### src/rtl/vrd_pkg.sv
package vrd_pkg;
  localparam int LDLY_W = 6;
  localparam int PDLY_W = 10;
  localparam int ADDR_W = 2;
  localparam int WDAT_W = PDLY_W;
  localparam int LCNT_W = LDLY_W + 1;
  localparam int PCNT_W = PDLY_W + 1;

  typedef enum logic [ADDR_W-1:0] {
    SEL_CTRL = 2'd0,
    SEL_LINE = 2'd1,
    SEL_PIX  = 2'd2,
    SEL_NONE = 2'd3
  } reg_sel_e;

  typedef struct packed {
    logic              use_int;
    logic              std525;
    logic [LDLY_W-1:0] ldly;
    logic [PDLY_W-1:0] pdly;
  } vrd_cfg_t;
endpackage

### src/rtl/vrd_regs.sv
module vrd_regs
  import vrd_pkg::*;
(
  input  logic              clk,
  input  logic              rst_n,
  input  logic              we,
  input  logic [ADDR_W-1:0] addr,
  input  logic [WDAT_W-1:0] wdata,
  output vrd_cfg_t          cfg
);
  always_ff @(posedge clk or negedge rst_n) begin
    if (!rst_n) begin
      cfg <= '0;
    end else if (we) begin
      case (reg_sel_e'(addr))
        SEL_CTRL: begin
          cfg.use_int <= wdata[0];
          cfg.std525  <= wdata[1];
        end
        SEL_LINE: cfg.ldly <= wdata[LDLY_W-1:0];
        SEL_PIX:  cfg.pdly <= wdata[PDLY_W-1:0];
        default:  ;
      endcase
    end
  end

  // an unused address leaves the configuration alone
  assert_unused_addr_R2: assert property (@(posedge clk) disable iff (!rst_n)
    (we && addr == SEL_NONE) |=> $stable(cfg));
endmodule

### src/rtl/vrd_syncgen.sv
module vrd_syncgen #(
  parameter int H_TOT_A = 864,
  parameter int V_TOT_A = 625,
  parameter int H_TOT_B = 858,
  parameter int V_TOT_B = 525,
  parameter int HSYNC_W = 64,
  parameter int VSYNC_L = 3
) (
  input  logic clk,
  input  logic rst_n,
  input  logic pix_en,
  input  logic std_b,
  output logic hs_n,
  output logic vs_n
);
  localparam int HMAX = (H_TOT_A > H_TOT_B) ? H_TOT_A : H_TOT_B;
  localparam int VMAX = (V_TOT_A > V_TOT_B) ? V_TOT_A : V_TOT_B;
  localparam int HCW  = $clog2(HMAX);
  localparam int VCW  = $clog2(VMAX);
  localparam logic [HCW-1:0] HLAST_A = HCW'(H_TOT_A - 1);
  localparam logic [HCW-1:0] HLAST_B = HCW'(H_TOT_B - 1);
  localparam logic [VCW-1:0] VLAST_A = VCW'(V_TOT_A - 1);
  localparam logic [VCW-1:0] VLAST_B = VCW'(V_TOT_B - 1);
  localparam logic [HCW-1:0] HS_END  = HCW'(HSYNC_W);
  localparam logic [VCW-1:0] VS_END  = VCW'(VSYNC_L);

  logic [HCW-1:0] hcnt;
  logic [VCW-1:0] vcnt;
  logic [HCW-1:0] hlast;
  logic [VCW-1:0] vlast;

  assign hlast = std_b ? HLAST_B : HLAST_A;
  assign vlast = std_b ? VLAST_B : VLAST_A;

  always_ff @(posedge clk or negedge rst_n) begin
    if (!rst_n) begin
      hcnt <= '0;
      vcnt <= '0;
    end else if (pix_en) begin
      if (hcnt >= hlast) begin
        hcnt <= '0;
        vcnt <= (vcnt >= vlast) ? '0 : vcnt + 1'b1;
      end else begin
        hcnt <= hcnt + 1'b1;
      end
    end
  end

  assign hs_n = !(hcnt < HS_END);
  assign vs_n = !(vcnt < VS_END);

  // counters stay inside the longest line and frame
  assert_hcnt_range_R7: assert property (@(posedge clk) disable iff (!rst_n)
    hcnt < HCW'(HMAX));
  assert_vcnt_range_R7: assert property (@(posedge clk) disable iff (!rst_n)
    vcnt < VCW'(VMAX));
  // the generator only moves on pixel enables
  assert_hold_no_en_R7: assert property (@(posedge clk) disable iff (!rst_n)
    !pix_en |=> $stable(hcnt) && $stable(vcnt));
endmodule

### src/rtl/vrd_edge.sv
module vrd_edge (
  input  logic clk,
  input  logic rst_n,
  input  logic pix_en,
  input  logic lvl,
  output logic rise
);
  logic prev;

  always_ff @(posedge clk or negedge rst_n) begin
    if (!rst_n)      prev <= 1'b1;
    else if (pix_en) prev <= lvl;
  end

  assign rise = pix_en && lvl && !prev;

  // edges appear only with a pixel enable and never twice in a row
  assert_edge_qual_R3: assert property (@(posedge clk) disable iff (!rst_n)
    rise |-> pix_en);
  assert_edge_single_R3: assert property (@(posedge clk) disable iff (!rst_n)
    rise |=> !rise);
endmodule

### src/rtl/vrd_counter.sv
module vrd_counter
  import vrd_pkg::*;
(
  input  logic              clk,
  input  logic              rst_n,
  input  logic              pix_en,
  input  logic              v_edge,
  input  logic              h_edge,
  input  logic [LCNT_W-1:0] line_thr,
  input  logic [PCNT_W-1:0] pix_thr,
  output logic              line_valid,
  output logic              pix_valid
);
  localparam logic [LCNT_W-1:0] LSAT = '1;
  localparam logic [PCNT_W-1:0] PSAT = '1;

  logic [LCNT_W-1:0] lcnt;
  logic [PCNT_W-1:0] pcnt;
  logic              frame_seen;
  logic              line_seen;

  always_ff @(posedge clk or negedge rst_n) begin
    if (!rst_n) begin
      lcnt       <= '0;
      frame_seen <= 1'b0;
    end else if (v_edge) begin
      lcnt       <= '0;
      frame_seen <= 1'b1;
    end else if (h_edge && lcnt != LSAT) begin
      lcnt <= lcnt + 1'b1;
    end
  end

  always_ff @(posedge clk or negedge rst_n) begin
    if (!rst_n) begin
      pcnt      <= '0;
      line_seen <= 1'b0;
    end else if (h_edge) begin
      pcnt      <= '0;
      line_seen <= 1'b1;
    end else if (pix_en && pcnt != PSAT) begin
      pcnt <= pcnt + 1'b1;
    end
  end

  assign line_valid = frame_seen && (lcnt > line_thr);
  assign pix_valid  = line_valid && line_seen && (pcnt >= pix_thr);

  // a new frame always starts with the line strobe low
  assert_frame_restart_R4: assert property (@(posedge clk) disable iff (!rst_n)
    v_edge |=> !line_valid);
  // saturated counters hold their value
  assert_lsat_hold_R6: assert property (@(posedge clk) disable iff (!rst_n)
    (lcnt == LSAT && !v_edge) |=> lcnt == LSAT);
  assert_psat_hold_R6: assert property (@(posedge clk) disable iff (!rst_n)
    (pcnt == PSAT && !h_edge) |=> pcnt == PSAT);
endmodule

### src/rtl/vrd_top.sv
module vrd_top
  import vrd_pkg::*;
#(
  parameter int H_TOT_625    = 864,
  parameter int V_TOT_625    = 625,
  parameter int H_TOT_525    = 858,
  parameter int V_TOT_525    = 525,
  parameter int HSYNC_W      = 64,
  parameter int VSYNC_L      = 3,
  parameter int LAT_LINE_EXT = 1,
  parameter int LAT_LINE_INT = 2,
  parameter int LAT_PIX_EXT  = 3,
  parameter int LAT_PIX_INT  = 5
) (
  input  logic        clk,
  input  logic        rst_n,
  input  logic        pix_en,
  input  logic        cfg_we,
  input  logic [1:0]  cfg_addr,
  input  logic [9:0]  cfg_wdata,
  input  logic        ext_vref,
  input  logic        ext_href,
  output logic        line_valid,
  output logic        pix_valid,
  output logic        sync_oe,
  output logic        hsync_n,
  output logic        vsync_n,
  output logic        csync_n
);
  localparam int NREF = 2;
  localparam logic [LCNT_W-1:0] LLAT [2] = '{LCNT_W'(LAT_LINE_EXT), LCNT_W'(LAT_LINE_INT)};
  localparam logic [PCNT_W-1:0] PLAT [2] = '{PCNT_W'(LAT_PIX_EXT), PCNT_W'(LAT_PIX_INT)};

  vrd_cfg_t          cfg;
  logic              hs_n_int;
  logic              vs_n_int;
  logic [NREF-1:0]   ref_lvl;
  logic [NREF-1:0]   ref_rise;
  logic [LCNT_W-1:0] line_thr;
  logic [PCNT_W-1:0] pix_thr;

  vrd_regs u_regs (
    .clk   (clk),
    .rst_n (rst_n),
    .we    (cfg_we),
    .addr  (cfg_addr),
    .wdata (cfg_wdata),
    .cfg   (cfg)
  );

  vrd_syncgen #(
    .H_TOT_A (H_TOT_625),
    .V_TOT_A (V_TOT_625),
    .H_TOT_B (H_TOT_525),
    .V_TOT_B (V_TOT_525),
    .HSYNC_W (HSYNC_W),
    .VSYNC_L (VSYNC_L)
  ) u_gen (
    .clk    (clk),
    .rst_n  (rst_n),
    .pix_en (pix_en),
    .std_b  (cfg.std525),
    .hs_n   (hs_n_int),
    .vs_n   (vs_n_int)
  );

  // index 0: vertical reference, index 1: horizontal reference
  assign ref_lvl[0] = cfg.use_int ? !vs_n_int : ext_vref;
  assign ref_lvl[1] = cfg.use_int ? !hs_n_int : ext_href;

  for (genvar g = 0; g < NREF; g++) begin : g_ref
    vrd_edge u_edge (
      .clk    (clk),
      .rst_n  (rst_n),
      .pix_en (pix_en),
      .lvl    (ref_lvl[g]),
      .rise   (ref_rise[g])
    );
  end

  assign line_thr = {1'b0, cfg.ldly} + LLAT[cfg.use_int];
  assign pix_thr  = {1'b0, cfg.pdly} + PLAT[cfg.use_int];

  vrd_counter u_cnt (
    .clk        (clk),
    .rst_n      (rst_n),
    .pix_en     (pix_en),
    .v_edge     (ref_rise[0]),
    .h_edge     (ref_rise[1]),
    .line_thr   (line_thr),
    .pix_thr    (pix_thr),
    .line_valid (line_valid),
    .pix_valid  (pix_valid)
  );

  assign sync_oe = cfg.use_int;
  assign hsync_n = cfg.use_int ? hs_n_int : 1'b1;
  assign vsync_n = cfg.use_int ? vs_n_int : 1'b1;
  assign csync_n = cfg.use_int ? !(hs_n_int ^ vs_n_int) : 1'b1;

  // pixel strobe never appears outside a valid line
  assert_pix_in_line_R5: assert property (@(posedge clk) disable iff (!rst_n)
    pix_valid |-> line_valid);
  // with the outputs disabled no sync pulse escapes
  assert_quiet_ext_R8: assert property (@(posedge clk) disable iff (!rst_n)
    !sync_oe |-> (hsync_n && vsync_n && csync_n));
endmodule

### config.mk
export PLATFORM = sky130hd
export DESIGN_NAME = vrd_top
export DESIGN_NICKNAME = d
export VERILOG_FILES = /design/src/rtl/vrd_pkg.sv /design/src/rtl/vrd_regs.sv /design/src/rtl/vrd_syncgen.sv /design/src/rtl/vrd_edge.sv /design/src/rtl/vrd_counter.sv /design/src/rtl/vrd_top.sv
export SDC_FILE = /design/constraint.sdc
export NUM_CORES = 1
export LEC_CHECK = 0
export CORE_MARGIN = 2
export CORE_UTILIZATION = 55
export DETAILED_ROUTE_END_ITERATION = 10
export GPL_ROUTABILITY_DRIVEN = 0
export PLACE_DENSITY_LB_ADDON = 0.08
export SLEW_MARGIN = 10
export SYNTH_ARGS = -nofsm -noshare
export SYNTH_HDL_FRONTEND = slang
export SYNTH_SLANG_ARGS = --single-unit
### constraint.sdc
create_clock -name clk -period 4.23 [get_ports clk]
set_input_delay 0.846 -clock clk [delete_from_list [all_inputs] [get_ports clk]]
set_output_delay 0.846 -clock clk [all_outputs]
set_load 0.02 [all_outputs]
==> results of run 1 <==
worst paths after layout:
check                             endpoint  depth (start not counted)
min in group asynchronous    u_cnt.lcnt[1]                          1
max reg2reg                  u_gen.vcnt[3]                          7
min reg2reg                u_cnt.line_seen                          1
min                        u_cnt.line_seen                          1
max                              pix_valid                         12
max in group asynchronous   u_regs.cfg[12]                          2
layout make-up:
cell class                      count  area [um2]  area share, %
Multi-Input combinational cell    285        2153          50.06
Sequential cell                    60        1504          34.96
Tap cell                           77       96.34          2.240
Inverter                           16       60.06          1.396
Clock buffer                       11       151.4          3.519
Clock inverter                      4       72.57          1.687
Timing Repair Buffer               28       264.0          6.137
power groups by stage:
stage / Sequential [W] / Combinational, W / Clock, W
final: 0.000811 / 0.000568 / 0.000588
after global routing: 0.000828 / 0.000655 / 0.000624
after CTS: 0.000808 / 0.000577 / 0.000602
after floorplan: 0.000788 / 0.000417 / 0
after global placement: 0.000811 / 0.000540 / 0
after detailed placement: 0.000816 / 0.000567 / 0
layer usage:
| metal | part of all wire, % | wire length [um] | GRT usage [%] | vias to the layer above |
|---|---|---|---|---|
| li1 | - | - | - | 1393 |
| met4 | 1.2 | 91 | 8.225 | 0 |
| met1 | 47 | 3534 | 28.39 | 1367 |
| met2 | 49 | 3678 | 37.91 | 38 |
| met5 | 0 | 0 | 0 | - |
| met3 | 2.9 | 215 | 5.390 | 8 |
cells in the final DEF, fill, tap and decap left out, types with 2 or more instances in the layout:
cell type        count
a211oi_1             2
a21o_1               5
a21oi_1             13
a221o_1              2
a22o_1               5
a31oi_1              5
and3_1              12
and4_1               4
buf_4                5
bufinv_16            2
clkbuf_8            11
clkdlybuf4s50_1     20
dfrtp_1             58
dfstp_2              2
fa_1                 2
ha_1                34
inv_1               16
mux2_2              17
mux2i_1              3
nand2_1             24
nand2b_1             3
nand3_1             15
nand3b_1             2
nand4_1              6
nor2_1              37
nor2b_1              7
nor3_1               7
nor3b_1              4
o2111ai_1            2
o211ai_1             2
o21ai_0             14
or2_2                3
or3_1                2
xnor2_1             14
xor2_1              16
logic make-up after synthesis:
logic type	Yosys count	synth area share (%)
xor+xnor	30	7.085
flops	60	40.55
mux	21	6.343
compound gates	60	10.86
fa+ha+maj	36	12.55
simple gates	138	20.34
buf+inv	22	2.260
flip-flops by register name, summed over array words and instances (netlist names):
register,cells
g_ref.u_edge.prev,2
u_cnt.frame_seen,1
u_cnt.lcnt,7
u_cnt.line_seen,1
u_cnt.pcnt,11
u_gen.hcnt,10
u_gen.vcnt,10
u_regs.cfg,18
worst register-to-register path: stages, from the launching register on:
cell and delay (ns):
dfrtp_1 0.48, inv_1 0.09, ha_1 0.28, o211ai_1 0.09, a31o_2 0.23, a31oi_1 0.57, nor2_1 0.34, a221o_1 0.37
timing repair:
action,CTS,global route
buffers inserted,0,0
gates resized for setup,4,2
hold buffers,0,0
endpoints found under the setup margin,2,2
through the flow:
stage	hold slack, ns	std cells	power [W]	setup TNS (ns)	instance area, um2
after floorplan	0.4265	367	0.001204	0	3724
after global placement	0.4586	466	0.001352	0	4059
after detailed placement	0.4698	466	0.001383	0	4059
after CTS	0.4855	481	0.001987	0	4294
after global routing	0.5156	481	0.002107	-0.09734	4302
final	0.4714	481	0.001967	0	4302
==> impl_metrics.toml, run 1 <==
[floorplanning]
rows = 29
io_pins = 24
initial_core_util_pct = 57.74
die_w_um = 86.12
die_area_um2 = 7416
dieHeight_um = 86.12
core-area_um2 = 6422

[power]
p_comb_share_pct = 28.9
p_seq_share_pct = 41.2
switching_share_pct = 32.68
p_clk_share_pct = 29.9
p_leak_nw = 2.021
power_density_nw_per_um2 = 457.3
power_switching_w = 0.0006430
ir_drop_mv = 0.2981
internal_power_w = 0.001324

[sta]
worst_pin_slew_ns = 0.7584
slew_headroom_pct = 49.44
fin_ws_ns = 0.1208
finalSetupViolCount = 0
drv_slew = 0
hold_violations = 0
fin_skew_ns = 0.01278
timing.fmax_ghz = 0.2434
rsz0062_at_grt = "yes"
finalCritPeriodShare_pct = 97.14
min_period_ns = 4.109

[min_path]
hp-start = "u_cnt.line_seen"
hp-class = "reg -> reg"

[cells_and_area]
fill_cells = 520
num-nets-final = 454
postLayoutCoreUtil_pct = 66.98
drive_gt1_share_pct = 13.12
n_antenna_cell = 0
syn_to_final_growth_pct = 15.99

[worst_setup_path]
r2r_setup_slack_ns = 1.67
critical_path_class = "reg -> out"
cp_cell_sequence = "inv_1 -> ha_1 -> a21o_1 -> a21oi_1 -> and3b_1 -> xnor2_1 -> ha_1 -> a2111oi_2 -> o21ai_0 -> nor3_2 -> nor4bb_4 -> dlygate4sd2_1"
cpMostUsedCell = "ha_1"
start_kind = "flip-flop"
required_ns = 3.38
reg2reg_from = "u_regs.cfg[16]"
critPathMaxFanout = 5
cp_slowest_cell = "dfrtp_1"
path_buf_inv = 2
max_stage_delay_ns = 0.38
crit_path_end_kind = "output pin"
crit_family = "compound AO/OA/AOI/OAI gates"
critical_path_arrival_ns = 3.26
startpoint = "u_regs.cfg[17]"

[synth]
ys_async_sr_fraction_pct = 100.0
yosysWarnings = 0
synth_nets = 421
synth_top_area_share_pct = 39.14
yosys.area.top_type = "dfrtp_1"
synthTopCellsByCount = "dfrtp_1, nor2_1, ha_1"
synth-seq-cells = 60
ys_seq_area_share_pct = 40.55
syn_area_um2 = 3709
synthTopCellsByArea = "dfrtp_1, ha_1, mux2_2, xor2_1, nor2_1"
yosysMostFrequentCell = "dfrtp_1"
synth_edf_count = 0
postSynthAreaPerCell_um2 = 10.11
yosys_most_used_dff = "dfrtp_1"
synthDistinctLibCells = 54
syn-instance-count = 367

[clock_tree]
htree_num_levels = 3
root_buffer = "clkbuf_8"
clock_path_buffers = 2
clk_pin_slew_ns = 0.06
cts_tree = "done"
cts_sinks = 60
numCtsBuffers = 9
insertion_delay_ns = 0.34

[placed_design]
io_buffers = 23
dp_worst_setup_slack_ns = 0.08662
dp_hpwl_mm = 5.495

[global_route]
antenna_found_initial = 0
grt_max_degree = 34
grt.total_usage_pct = 22.60
gr-total-overflow = 0
grt_pass1_vias = 2795
grt_pass1_wl_mm = 13.03

[drt]
vias = 2806
drtAntennaViolNets = 0
routed_via_density = 5.834
drt_iter0_drc = 77
drtPass1Iterations = 4
wl_mm = 7.520
wl_per_cell_um = 15.63
drc = 0

[run]
max_cap_viol_count = 0

[run_status]
outcome = "finished, final reports clean"
No activity file was read; power rests on OpenSTA's default activity.
==> run 2, diff against run 1 <==
CAP_MARGIN = 20   (was not set)
REMOVE_ABC_BUFFERS = 1   (was not set)
==> run 2 against run 1 <==
Net effect: clock power rose by 4.9%; critical path depth down 1; combinational power up 3%; clock-buffer cell count increased by 2; clock skew down 0.00060 ns; cell area fell by 0.20%; sequential share of layout area is 0.071 points higher; worst setup slack improved by 0.081 ns; critical endpoint unchanged.
==> impl_metrics.toml, run 2 (synthesis results as in run 1) <==
[power]
ir_drop_mv = 0.3042
p_leak_nw = 1.991
power_density_nw_per_um2 = 467.9

[drt]
routed_via_density = 5.894
drtAntennaViolNets = 0
wl_mm = 7.852
drt_iter0_drc = 120
met2_length_mm = 4.002
vias = 2841
wl_met3_um = 120
drc = 0
drtPass1Iterations = 4
highest_layer = "met4"
wl_per_cell_um = 16.29
drt-met1-wl_mm = 3.592

[floorplanning]
core-area_um2 = 6422
rows = 29
initial_core_util_pct = 57.74
io_pins = 24
dieHeight_um = 86.12
die_area_um2 = 7416
die_w_um = 86.12

[cells_and_area]
top_regs = "u_regs.cfg x18, u_cnt.pcnt x11"
n_antenna_cell = 0
final_cell_mix = "dfrtp_1, nor2_1, ha_1, nand2_1, clkdlybuf4s50_1"
num-nets-final = 454
drive_gt1_share_pct = 13.09
final_common_cell = "dfrtp_1"
largest_reg_flops = 18
regMostFlops = "u_regs.cfg"
syn_to_final_growth_pct = 15.76

[global_route]
grt_pass1_vias = 2861
grt.total_usage_pct = 23.47
grt_pass1_wl_mm = 13.50
grt_max_degree = 35
antenna_found_initial = 0
gr-total-overflow = 0

[sta]
hold_violations = 0
rsz0062_at_grt = "no"
fin_skew_ns = 0.01218
min_period_ns = 4.029
tns_ns = 0
fin_ws_ns = 0.2015
worst_pin_slew_ns = 0.7121
finalSetupViolCount = 0
timing.fmax_ghz = 0.2482
slew_headroom_pct = 52.30
finalCritPeriodShare_pct = 95.24
drv_slew = 0
holdWs_ns = 0.4803

[run]
max_cap_viol_count = 0

[clock_tree]
cts_sinks = 60
numCtsBuffers = 9
insertion_delay_ns = 0.35
cts_tree = "done"
clk_pin_slew_ns = 0.06
clock_path_buffers = 2
post_cts_buffers = 0
root_buffer = "clkbuf_8"
htree_num_levels = 3

[worst_setup_path]
critical_path_arrival_ns = 3.18
critical_path_class = "reg -> out"
critPathMaxFanout = 5
r2r_setup_slack_ns = 1.67
max_stage_delay_ns = 0.39
cpMostUsedCell = "ha_1"
crit_path_end_kind = "output pin"
cp_cell_sequence = "inv_1 -> ha_1 -> fa_1 -> nand3_1 -> or2_2 -> ha_1 -> a21oi_1 -> nor2b_1 -> a221oi_2 -> nor4bb_2 -> clkbuf_2"
required_ns = 3.38
start_kind = "flip-flop"
cp_slowest_cell = "dfrtp_1"

[min_path]
hp-class = "reg -> reg"

[placed_design]
dp_worst_setup_slack_ns = 0.01927
dp_hpwl_mm = 5.632
io_buffers = 23

[run_status]
outcome = "finished, final reports clean"
[run 2: cell type report]
cell class                      count  area, um2
Clock buffer                       13      168.9
Clock inverter                      3      67.56
Fill cell                         512       2130
Inverter                           16      60.06
Multi-Input combinational cell    285       2140
Sequential cell                    60       1504
Tap cell                           77      96.34
Timing Repair Buffer               28      256.5
[run 2: routing by layer]
metal  global-route usage [%]  vias up
met5                        0        -
met4                    9.812        0
met3                    3.561       13
met2                    40.03       25
met1                    29.67     1407
li1                         -     1396
[run 2: worst paths after layout]
path / start / to / cells past startpoint
max: u_regs.cfg[17] / pix_valid / 11
min: u_cnt.frame_seen / u_cnt.frame_seen / 1
max reg2reg: u_regs.cfg[16] / u_gen.vcnt[4] / 7
min reg2reg: u_cnt.frame_seen / u_cnt.frame_seen / 1
max in group asynchronous: rst_n / g_ref[1].u_edge.prev / 2
min in group asynchronous: rst_n / u_cnt.lcnt[0] / 1
[run 2: worst max-delay path: cells and delay by family, from the launching register on]
| family | cells | cell delay, ns |
|---|---|---|
| flops | 1 | 0.39 |
| simple gates | 4 | 0.89 |
| compound gates | 2 | 0.40 |
| buf+inv | 2 | 0.40 |
| fa+ha+maj | 3 | 0.76 |
[run 2: where the power goes]
group	total (W)	internal (W)	leakage (nW)	switching, W
Clock	0.000617	0.000381	0.116	0.000236
Combinational	0.000583	0.000287	1.12	0.000296
Sequential	0.000809	0.000680	0.751	0.000128
Total	0.00201	0.00135	1.99	0.000661
[run 2: stage by stage]
| step | instances | total power [W] | instance area, um2 | utilization, % |
|---|---|---|---|---|
| floorplan | 361 | 0.001194 | 3685 | - |
| detailed placement | 466 | 0.001394 | 4044 | 62.97 |
| finish | 482 | 0.002009 | 4293 | 66.84 |
| CTS | 482 | 0.002021 | 4290 | 66.80 |
| global placement | 466 | 0.001353 | 4044 | 62.97 |
| global route | 482 | 0.002153 | 4293 | 66.84 |
[run 2: what timing repair did]
| action | 4_1_cts | 5_1_grt |
|---|---|---|
| setup endpoints to repair | 2 | 1 |
| hold buffers | 0 | 0 |
| resized for setup | 4 | 5 |
==> run 3, diff against run 2 <==
PLACE_DENSITY = 0.81   (was not set)
PLACE_DENSITY_LB_ADDON = not set   (was 0.08)
SKIP_CTS_REPAIR_TIMING = 1   (was not set)
==> run 3 against run 2 <==
Net effect: combinational power rose by 3%; worst setup slack got worse by 0.025 ns; sequential share of layout area grew 0.12 points; utilization shrank 0.23 points; worst hold slack got worse by 0.0093 ns; critical path depth rose by 2; wire length fell by 1.2%; power decreased by 1.4%; global-route usage decreased by 0.39 points; clock skew decreased by 0.0025 ns; critical endpoint unchanged; largest cell class unchanged.
==> impl_metrics.toml, run 3 (synthesis results as in run 1) <==
[drt]
drtPass1Iterations = 5
drt_iter0_drc = 87
vias = 2842
wl_mm = 7.755
wl_per_cell_um = 16.09
routed_via_density = 5.896
drc = 0
drtAntennaViolNets = 0

[clock_tree]
htree_num_levels = 3
insertion_delay_ns = 0.34
clk_pin_slew_ns = 0.07
root_buffer = "clkbuf_8"
cts_sinks = 60
cts_tree = "done"
numCtsBuffers = 9
clock_path_buffers = 2

[floorplanning]
initial_core_util_pct = 57.74
rows = 29
core-area_um2 = 6422
die_area_um2 = 7416
dieHeight_um = 86.12
die_w_um = 86.12
io_pins = 24

[global_route]
grt_pass1_vias = 2945
gr-total-overflow = 0
antenna_found_initial = 0
grt.total_usage_pct = 23.08
grt_pass1_wl_mm = 13.51
grt_max_degree = 39

[cells_and_area]
num-nets-final = 454
top_regs = "u_regs.cfg x18, u_cnt.pcnt x11"
largest_reg_flops = 18
postLayoutCoreUtil_pct = 66.61
n_antenna_cell = 0
fin_cells = 482
seq_area_um2 = 1504
regMostFlops = "u_regs.cfg"
fin_area_um2 = 4278
final_cell_mix = "dfrtp_1, nor2_1, ha_1, nand2_1, clkdlybuf4s50_1"
drive_gt1_share_pct = 13.09
multi_input_area_um2 = 2140
syn_to_final_growth_pct = 15.35
fill_cells = 510
final_common_cell = "dfrtp_1"

[sta]
timing.fmax_ghz = 0.2467
finalSetupViolCount = 0
rsz0062_at_grt = "yes"
finalCritPeriodShare_pct = 95.83
slew_headroom_pct = 49.67
drv_slew = 0
worst_pin_slew_ns = 0.7516
fin_skew_ns = 0.009730
min_period_ns = 4.054
hold_violations = 0
tns_ns = 0

[worst_setup_path]
r2r_setup_slack_ns = 1.67
critical_path_class = "reg -> out"
start_kind = "flip-flop"
crit_path_end_kind = "output pin"
rr_worst_depth = 7
rr_endpoint = "u_gen.vcnt[4]"
critPathMaxFanout = 10
reg2reg_from = "u_regs.cfg[16]"
critical_path_arrival_ns = 3.21
required_ns = 3.38

[run_status]
outcome = "finished, final reports clean"

[min_path]
hp-class = "in -> async"

[power]
power_density_nw_per_um2 = 462.8
p_leak_nw = 1.995
ir_drop_mv = 0.3028

[placed_design]
dp_hpwl_mm = 5.737
io_buffers = 23
place_area_um2 = 4044
place_inst = 466

[run]
max_cap_viol_count = 0
run 3: cell types whose count changed in the layout (fill, tap and decap cells not counted), sizes merged:
cell / previous run / this run
dlymetal6s2s: 0 / 1
clkinv: 0 / 1
clkbuf: 14 / 13
dlygate4sd2: 1 / 0
run 3: critical path, stage by stage (launching register included):
cell and delay (ns):
dfrtp_1 0.38, buf_4 0.18, ha_1 0.29, a21oi_1 0.07
nor2b_2 0.15, nand3_1 0.11, xor2_1 0.17, ha_1 0.31
a21o_1 0.12, a21oi_1 0.09, nor2b_2 0.17, a221oi_2 0.32
nor4bb_2 0.30, clkbuf_2 0.22
run 3: worst max-delay path by stage:
stage                              start         to  slack [ns]
final                     u_regs.cfg[17]  pix_valid        0.18
after global routing      u_regs.cfg[17]  pix_valid       -0.03
after CTS                 u_regs.cfg[17]  pix_valid       -0.41
after detailed placement  u_regs.cfg[17]  pix_valid       -0.03
after global placement    u_regs.cfg[17]  pix_valid        0.15
after floorplan           u_regs.cfg[17]  pix_valid       -0.15
run 3: stage by stage:
step	worst slack (ns)	total power, W	hold WS, ns
2_1_floorplan	-0.1493	0.001194	0.4265
3_3_place_gp	0.1544	0.001345	0.4616
3_5_place_dp	-0.03261	0.001397	0.4511
4_1_cts	-0.4056	0.001980	0.4749
5_1_grt	-0.03015	0.002121	0.4988
6_report	0.1762	0.001980	0.4710
run 3: cell type report:
class,instances,share of cell area [%]
tap,77,2.252
inverter,16,1.404
clock inverter,4,1.696
sequential,60,35.16
multi-input combinational,285,50.01
timing repair buffer,28,6.084
clock buffer,12,3.393
run 3: layer usage:
layer  vias up  routed length (um)  global-route usage, %
li1       1384                   -                      -
met1      1404                3426                  27.95
met2        43                4035                  41.37
met3        11                 182                  3.369
met4         0                 110                  8.658
met5         -                   0                      0
run 3: where the power goes:
group          switching, W  leakage (nW)  total (W)  internal, W
Clock              0.000225         0.107   0.000572     0.000347
Combinational      0.000307          1.14   0.000598     0.000291
Sequential         0.000129         0.751   0.000809     0.000680
